`config.mk`:
```
export PLATFORM = sky130hd
export DESIGN_NAME = flash_range_guard
export DESIGN_NICKNAME = d
export VERILOG_FILES = /design/src/rtl/flash_range_guard.sv
export SDC_FILE = /design/constraint.sdc
export NUM_CORES = 1
export LEC_CHECK = 0
export ABC_AREA = 1
export BUFFER_PORTS_ARGS = -buffer_cell sky130_fd_sc_hd__buf_2
export CAP_MARGIN = 20
export CORE_UTILIZATION = 35
export CTS_CLUSTER_DIAMETER = 100
export DETAILED_ROUTE_END_ITERATION = 12
export GPL_TIMING_DRIVEN = 0
export PLACE_DENSITY = 0.48
export SLEW_MARGIN = 20
export SYNTH_ARGS = -nofsm -noshare
export SYNTH_HDL_FRONTEND = slang
export SYNTH_SLANG_ARGS = --single-unit
```
`constraint.sdc`:
```
create_clock -name clk -period 4.7 [get_ports clk]
set_clock_uncertainty 0.1 [all_clocks]
set_input_delay 0.47 -clock clk [delete_from_list [all_inputs] [get_ports clk]]
set_output_delay 0.47 -clock clk [all_outputs]
set_load 0.1 [all_outputs]
```
`src/rtl/flash_range_guard.sv`:
```
module flash_range_guard #(
  parameter int NUM_RANGES = 5,
  parameter int ADDR_W     = 25,
  parameter int IDX_W      = 3
) (
  input  logic              clk,
  input  logic              rst_n,
  input  logic              reg_wr_en,
  input  logic [IDX_W-1:0]  reg_wr_idx,
  input  logic [31:0]       reg_wr_data,
  input  logic              lock_set,
  input  logic [IDX_W-1:0]  rd_idx,
  output logic [31:0]       rd_data,
  output logic              locked,
  input  logic              acc_req,
  input  logic [ADDR_W-1:0] acc_addr,
  input  logic              acc_write,
  output logic              acc_grant,
  output logic              acc_block,
  input  logic              err_clr,
  output logic              err_flag
);

  localparam int PAGE_LSB = 12;
  localparam int LIM_W    = ADDR_W - PAGE_LSB;
  localparam int UP_LSB   = 16;
  localparam int WP_BIT   = 31;
  localparam int RP_BIT   = 15;
  localparam logic [31:0] LIM_ONES = 32'((64'd1 << LIM_W) - 64'd1);
  localparam logic [31:0] KEEP_MASK =
    (32'd1 << WP_BIT) | (LIM_ONES << UP_LSB) | (32'd1 << RP_BIT) | LIM_ONES;

  logic [NUM_RANGES-1:0][31:0] range_q;
  logic [NUM_RANGES-1:0]       hit_vec;
  logic                        locked_q, grant_q, block_q, err_q;
  logic [LIM_W-1:0]            page;
  logic                        hit;

  assign page = acc_addr[ADDR_W-1:PAGE_LSB];

  for (genvar i = 0; i < NUM_RANGES; i++) begin : g_range
    logic [LIM_W-1:0] lo, hi;
    logic             en;
    assign lo = range_q[i][LIM_W-1:0];
    assign hi = range_q[i][UP_LSB +: LIM_W];
    assign en = acc_write ? range_q[i][WP_BIT] : range_q[i][RP_BIT];
    assign hit_vec[i] = en && (page >= lo) && (page <= hi);

    always_ff @(posedge clk) begin
      if (!rst_n)
        range_q[i] <= '0;
      else if (reg_wr_en && !locked_q && reg_wr_idx == IDX_W'(i))
        range_q[i] <= reg_wr_data & KEEP_MASK;
    end
  end

  assign hit = |hit_vec;

  always_comb begin
    rd_data = '0;
    for (int i = 0; i < NUM_RANGES; i++)
      if (rd_idx == IDX_W'(i)) rd_data = range_q[i];
  end

  always_ff @(posedge clk) begin
    if (!rst_n) begin
      locked_q <= 1'b0;
      grant_q  <= 1'b0;
      block_q  <= 1'b0;
      err_q    <= 1'b0;
    end else begin
      locked_q <= locked_q | lock_set;
      grant_q  <= acc_req & ~hit;
      block_q  <= acc_req & hit;
      err_q    <= (err_q & ~err_clr) | (acc_req & hit);
    end
  end

  assign locked    = locked_q;
  assign acc_grant = grant_q;
  assign acc_block = block_q;
  assign err_flag  = err_q;

  p_one_decision_r8: assert property (@(posedge clk) disable iff (!rst_n)
    acc_req |=> $onehot({acc_grant, acc_block}));
  p_no_decision_r8: assert property (@(posedge clk) disable iff (!rst_n)
    !acc_req |=> !acc_grant && !acc_block);
  p_block_sets_err_r9: assert property (@(posedge clk) disable iff (!rst_n)
    acc_block |-> err_flag);
  p_err_sticky_r9: assert property (@(posedge clk) disable iff (!rst_n)
    err_flag && !err_clr |=> err_flag);
  p_lock_holds_r10: assert property (@(posedge clk) disable iff (!rst_n)
    locked |=> locked);
  p_frozen_regs_r10: assert property (@(posedge clk) disable iff (!rst_n)
    locked |=> $stable(range_q));
  p_same_cycle_write_r11: assert property (@(posedge clk) disable iff (!rst_n)
    !locked && lock_set && reg_wr_en && reg_wr_idx < IDX_W'(NUM_RANGES)
      |=> locked && range_q[$past(reg_wr_idx)] == ($past(reg_wr_data) & KEEP_MASK));

endmodule

```
==> results of run 1 <==
## metal layers
| metal | vias to the layer above | GRT usage, % | share of wire (%) | routed length, um |
|---|---|---|---|---|
| met5 | - | 0 | 0 | 0 |
| met2 | 228 | 42.32 | 46 | 15560 |
| li1 | 4465 | - | - | - |
| met4 | 0 | 11.05 | 3.3 | 1094 |
| met1 | 4037 | 34.02 | 46 | 15480 |
| met3 | 56 | 3.463 | 4.2 | 1405 |
## worst reg2reg max path: stages (launching register included)
cell and delay [ps]:
dfxtp_1 330, inv_1 60, ha_1 280, nand2_1 50
inv_1 70, nand3_1 80, nor3_1 290, nand2_1 80
nand2_1 70, nand2_1 100, nand3_1 100, nand2_1 60
nor2_1 80, nand2_1 130, nand2_1 110, nand2_1 50
## state kept, by name, summed over array words and instances, names as in the netlist
register	flops
acc_block	1
acc_grant	1
err_flag	1
g_range.hi	65
g_range.lo	65
locked	1
range_q	10
## stage by stage
| step | hold WS [ps] | worst slack (ps) | utilization [%] | total power, mW |
|---|---|---|---|---|
| floorplan | 338.9 | 2209 | - | 1.650 |
| global placement | 354.5 | 1489 | 39.12 | 1.838 |
| detailed placement | 361.8 | 1488 | 39.12 | 1.845 |
| CTS | 120.5 | 1490 | 41.64 | 3.339 |
| global route | 126.5 | 1522 | 41.67 | 3.465 |
| finish | 126.5 | 1560 | 41.67 | 3.324 |
## cells by family after synthesis
kind of cell	Yosys count
flip-flops	144
other	1
AO/OA/AOI/OAI	398
buffers and inverters	253
adder cells (fa/ha/maj)	130
AND/OR/NAND/NOR	347
## cell type report
| class | instances | share of cell area [%] |
|---|---|---|
| Sequential cell | 144 | 27.40 |
| Timing Repair Buffer | 83 | 3.948 |
| Multi-Input combinational cell | 879 | 48.80 |
| Inverter | 195 | 6.956 |
| Clock inverter | 12 | 1.712 |
| Buffer | 58 | 2.925 |
| Tap cell | 330 | 3.924 |
| Clock buffer | 20 | 4.340 |
## synth_stat cells, drive strengths merged
master	number
nand2	212
a21oi	206
nor4	1
o21a	1
a211oi	1
o22ai	28
conb	1
and2	1
nand3b	2
clkbuf	16
dfxtp	144
o21ai	162
nor3	10
inv	195
nor2	54
nand4	4
nand3	63
buf	42
ha	130
## power by group
part	total, mW	switching, mW	internal, mW
logic	0.551	0.390	0.161
clock network	1.50	0.580	0.921
registers	1.27	0.0157	1.26
total	3.32	0.986	2.34
## how the worst min path moves through the flow
stage,endpoint,slack [ps]
finish,locked,130
global route,locked,130
CTS,locked,120
detailed placement,err_flag,360
global placement,err_flag,350
floorplan,range_q[143],340
==> flow_summary.toml, run 1 <==
[worst_setup_path]
reg2reg_depth = 15
cp-endpoint = "rd_data[18]"
critPathMaxFanout = 10
endpoint_kind = "output pin"
regToRegStartpoint = "g_range[3].hi[8]"
path_depth = 8
crit_chain = "buf_2 -> inv_1 -> nand3_1 -> buf_2 -> o22ai_1 -> a21oi_1 -> nand3_1 -> buf_2"
crit_path_frequent_cell = "buf_2"
cpLargestDelayFamily = "buffers and inverters"
startpoint = "rd_idx[2]"
cp_slowest_cell = "nand3_1"
cp-start-kind = "primary input"
path_class = "primary input to output pin"
cp_slowest_stage_delay_ps = 530
r2r_end = "err_flag"
path_buf_inv = 4
worstPathArrival_ps = 2570
rrSetupSlack_ps = 2570
worstPathRequired_ps = 4130

[die]
die_x_um = 162.7
core_area_um2 = 25250
initial_utilization_pct = 35.80
ios = 106
num_rows = 58
die_h_um = 162.7
die_area_um2 = 26470

[timing]
slew_headroom_pct = 43.82
hold_viol = 0
max_freq_mhz = 318.5
tightest_slew_ps = 842.8
drv_slew = 0
period_share_pct = 66.80
tns_ps = 0
period_needed_ps = 3140
report.final.setup_viol = 0
rsz0062_at_grt = "no"

[clocking]
clockBufferDepth = 2
cts.clk_slew.worst_paths_ps = 70
postCtsHoldBufs = 0
cts.sinks = 144
htree_levels = 4
clock_latency_ps = 430
cts_resized = 0
cts_tree = "yes"
root_buffer = "clkbuf_16"
post-cts-setup-buffers = 0
cts_buffers = 17

[detailed_routing]
ant_nets = 0
route.vias.total = 8786
drt_iter0_markers = 595
wl_per_cell_um = 19.49
routed_wl_um = 33540
drtPass1Iterations = 5
route.detailed.drc = 0
via_per_inst = 5.105

[place]
portBuffers = 83
place_hpwl_um = 24900
dpl_cell_area_um2 = 9879
gp_congestion = 0.9043
place_inst = 1689

[power_and_ir_drop]
p_leak_nw = 4.549
ir_drop_uv = 168.8
p_per_area_nw_per_um2 = 315.9

[run]
cap_viol_max_count = 0

[synthesis]
synth-compound-area-share_pct = 22.48
yosys_warnings = 0
yosysSeqAreaShare_pct = 31.89
synth-simple-area-share_pct = 16.10
ys_ff_latch = 144
syn_area_um2 = 9040
synth_fa_ha_area_share_pct = 17.99
synth_cells = 1273
yosys-top-cells-area = "dfxtp_1 32%, ha_1 18%, a21oi_1 11%, nand2_1 8.8%, inv_1 7.8%"
synthMuxAreaShare_pct = 0
synth_top_cell_area_share_pct = 31.89
synthDistinctLibCells = 27
synth_top_area_cell = "dfxtp_1"
synth-xor-area-share_pct = 0
syn-mean-instance-area_um2 = 7.101
synth_top_family_by_area = "compound AO/OA/AOI/OAI gates"

[finish]
instances_no_fill = 1721
seqCellArea_um2 = 2883
layout-drive-gt1-share_pct = 12.37
fillerInstances = 2716
nNetsFinal = 1578
design_area_um2 = 10520
final_common_cell = "nand2_1"
area_delta_synth_final_pct = 16.40
multi_input_area_um2 = 5135
num_antenna_cells = 0
final_cell_mix = "212 x nand2_1, 206 x a21oi_1, 187 x inv_1, 144 x dfxtp_1, 130 x ha_1"

[run_status]
status = "finished clean"

[hold_path]
hp-start = "lock_set"
whs_path_depth = 2
hold_path_class = "primary input to flop"

[grt]
grt_pass1_vias = 8197
grt_pass1_wl_um = 49850
overflow = 0
antenna_found_initial = 0
grt_use_total_pct = 25.89
grt_max_degree = 17
No activity file was read; power rests on OpenSTA's default activity.
==> run 2: changes to the inputs <==
==> constraint.sdc (replaced) <==
create_clock -name clk -period 3.22 [get_ports clk]
set_clock_uncertainty 0.1 [all_clocks]
set_input_delay 0.322 -clock clk [delete_from_list [all_inputs] [get_ports clk]]
set_output_delay 0.322 -clock clk [all_outputs]
set_load 0.1 [all_outputs]
==> run 2 against run 1 <==
  * Combinational power is 46% higher
  * Routed wire length about the same
  * Sequential cell count is the same
  * Non-clock buffer count rose by 1
  * Design area barely moved
  * Sequential power is 46% higher
  * Critical path depth is the same
  * Via count hardly changed
  * Final cell count about the same
==> flow_summary.toml, run 2 (same netlist as run 1, synthesis figures left out) <==
[die]
num_rows = 58
core_area_um2 = 25250
initial_utilization_pct = 35.80
ios = 106
die_area_um2 = 26470
die_x_um = 162.7
die_h_um = 162.7

[timing]
rsz0062_at_grt = "no"
hold-worst-slack_ps = 37.79
report.final.setup_viol = 0
fin_ws_ps = 375.0
period_needed_ps = 2845
max_freq_mhz = 351.5
period_share_pct = 88.36
drv_slew = 0
hold_viol = 0
tightest_slew_ps = 826.6
tns_ps = 0
slew_headroom_pct = 44.89

[detailed_routing]
ant_nets = 0
drtPass1Iterations = 4
routed_wl_um = 33520
drt_iter0_markers = 544
route.vias.total = 8781
wl_per_cell_um = 19.47
via_per_inst = 5.099
route.detailed.drc = 0

[finish]
nNetsFinal = 1579
num_antenna_cells = 0
final_common_cell = "nand2_1"
fillerInstances = 2715
layout-drive-gt1-share_pct = 12.36
area_delta_synth_final_pct = 16.51
final_cell_mix = "212 x nand2_1, 206 x a21oi_1, 187 x inv_1, 144 x dfxtp_1, 130 x ha_1"
instances_no_fill = 1722

[grt]
grt_max_degree = 17
grt_busiest_layer = "met2"
grt_util_met2_pct = 42.32
grt_use_total_pct = 25.89
grt_pass1_vias = 8197
antenna_found_initial = 0
grt_pass1_wl_um = 49850
overflow = 0
grtUsageMet1_pct = 34.02
met3_usage_pct = 3.463

[worst_setup_path]
r2r_end = "err_flag"
worstPathArrival_ps = 2420
rrSetupSlack_ps = 1100
endpoint_kind = "output pin"
path_class = "primary input to output pin"
critPathMaxFanout = 10
regToRegStartpoint = "g_range[3].hi[8]"
reg2reg_depth = 15
cp-start-kind = "primary input"
worstPathRequired_ps = 2800

[clocking]
cts_tree = "yes"
post-cts-setup-buffers = 0
htree_levels = 4
root_buffer = "clkbuf_16"
cts_buffers = 17
clock_latency_ps = 430
cts.clk_slew.worst_paths_ps = 60
clockBufferDepth = 2
cts.sinks = 144

[power_and_ir_drop]
p_clk_share_pct = 45.1
p_sw_mw = 1.439
p_int_mw = 3.414
swShare_pct = 29.66
p_leak_nw = 4.553
seqPwrFrac_pct = 38.3
p_per_area_nw_per_um2 = 460.7
ir_drop_uv = 247.7
combPwrFrac_pct = 16.6

[place]
place_inst = 1689
place_hpwl_um = 24900
post-place-ws_ps = 303.7
portBuffers = 83
gp_congestion = 0.9043

[hold_path]
hold_path_class = "primary input to flop"
hp-start = "err_clr"
hold_path_end = "err_flag"
whs_path_depth = 3

[run_status]
status = "finished clean"

[run]
cap_viol_max_count = 0
-- run 2: power by group through the flow --
stage / logic, mW / registers (mW) / clock network, mW
after floorplan: 0.501 / 1.91 / 0
after global placement: 0.786 / 1.90 / 0
after detailed placement: 0.795 / 1.90 / 0
after CTS: 0.800 / 1.86 / 2.22
after global routing: 0.897 / 1.86 / 2.30
final: 0.805 / 1.86 / 2.19
-- run 2: area by class of cell --
cell class              instances  area, um2  share of cell area [%]
well taps                     330      412.9                   3.920
plain buffers                  58      307.8                   2.922
multi-input cells             879       5135                   48.75
clock buffers                  20      456.7                   4.336
repair buffers                 84      425.4                   4.039
flip-flops and latches        144       2883                   27.37
clock inverters                12      180.2                   1.711
inverters                     195      732.0                   6.949
-- run 2: timing repair --
item                      4_1_cts  5_1_grt
hold endpoints to repair        1        0
gates resized for setup         0        0
hold buffers                    1        0
-- run 2: worst max-delay path by stage --
stage                          from          end  cells after the start
after global routing      rd_idx[2]  rd_data[23]                      8
after CTS                 rd_idx[1]  rd_data[15]                      6
after detailed placement  rd_idx[1]  rd_data[15]                      6
after global placement    rd_idx[1]  rd_data[15]                      6
final                     rd_idx[2]  rd_data[20]                      8
after floorplan           rd_idx[2]  rd_data[10]                      6
-- run 2: layer usage --
| metal | part of all wire (%) | vias to the layer above |
|---|---|---|
| met1 | 46 | 4012 |
| met5 | 0 | - |
| met4 | 3.2 | 0 |
| li1 | - | 4473 |
| met3 | 4.3 | 55 |
| met2 | 46 | 241 |
-- run 2: worst max-delay path, cell delays in order --
cell	delay, ps
buf_2	100
inv_1	140
nand3_1	540
buf_2	420
o22ai_1	260
a21oi_1	80
nand3_1	110
buf_2	440
-- run 2: stage by stage --
step | cell area [um2] | power, mW | utilization [%]
floorplan | 9051 | 2.408 | -
global placement | 9879 | 2.683 | 39.12
detailed placement | 9879 | 2.693 | 39.12
CTS | 10530 | 4.874 | 41.68
global route | 10530 | 5.058 | 41.71
finish | 10530 | 4.853 | 41.71
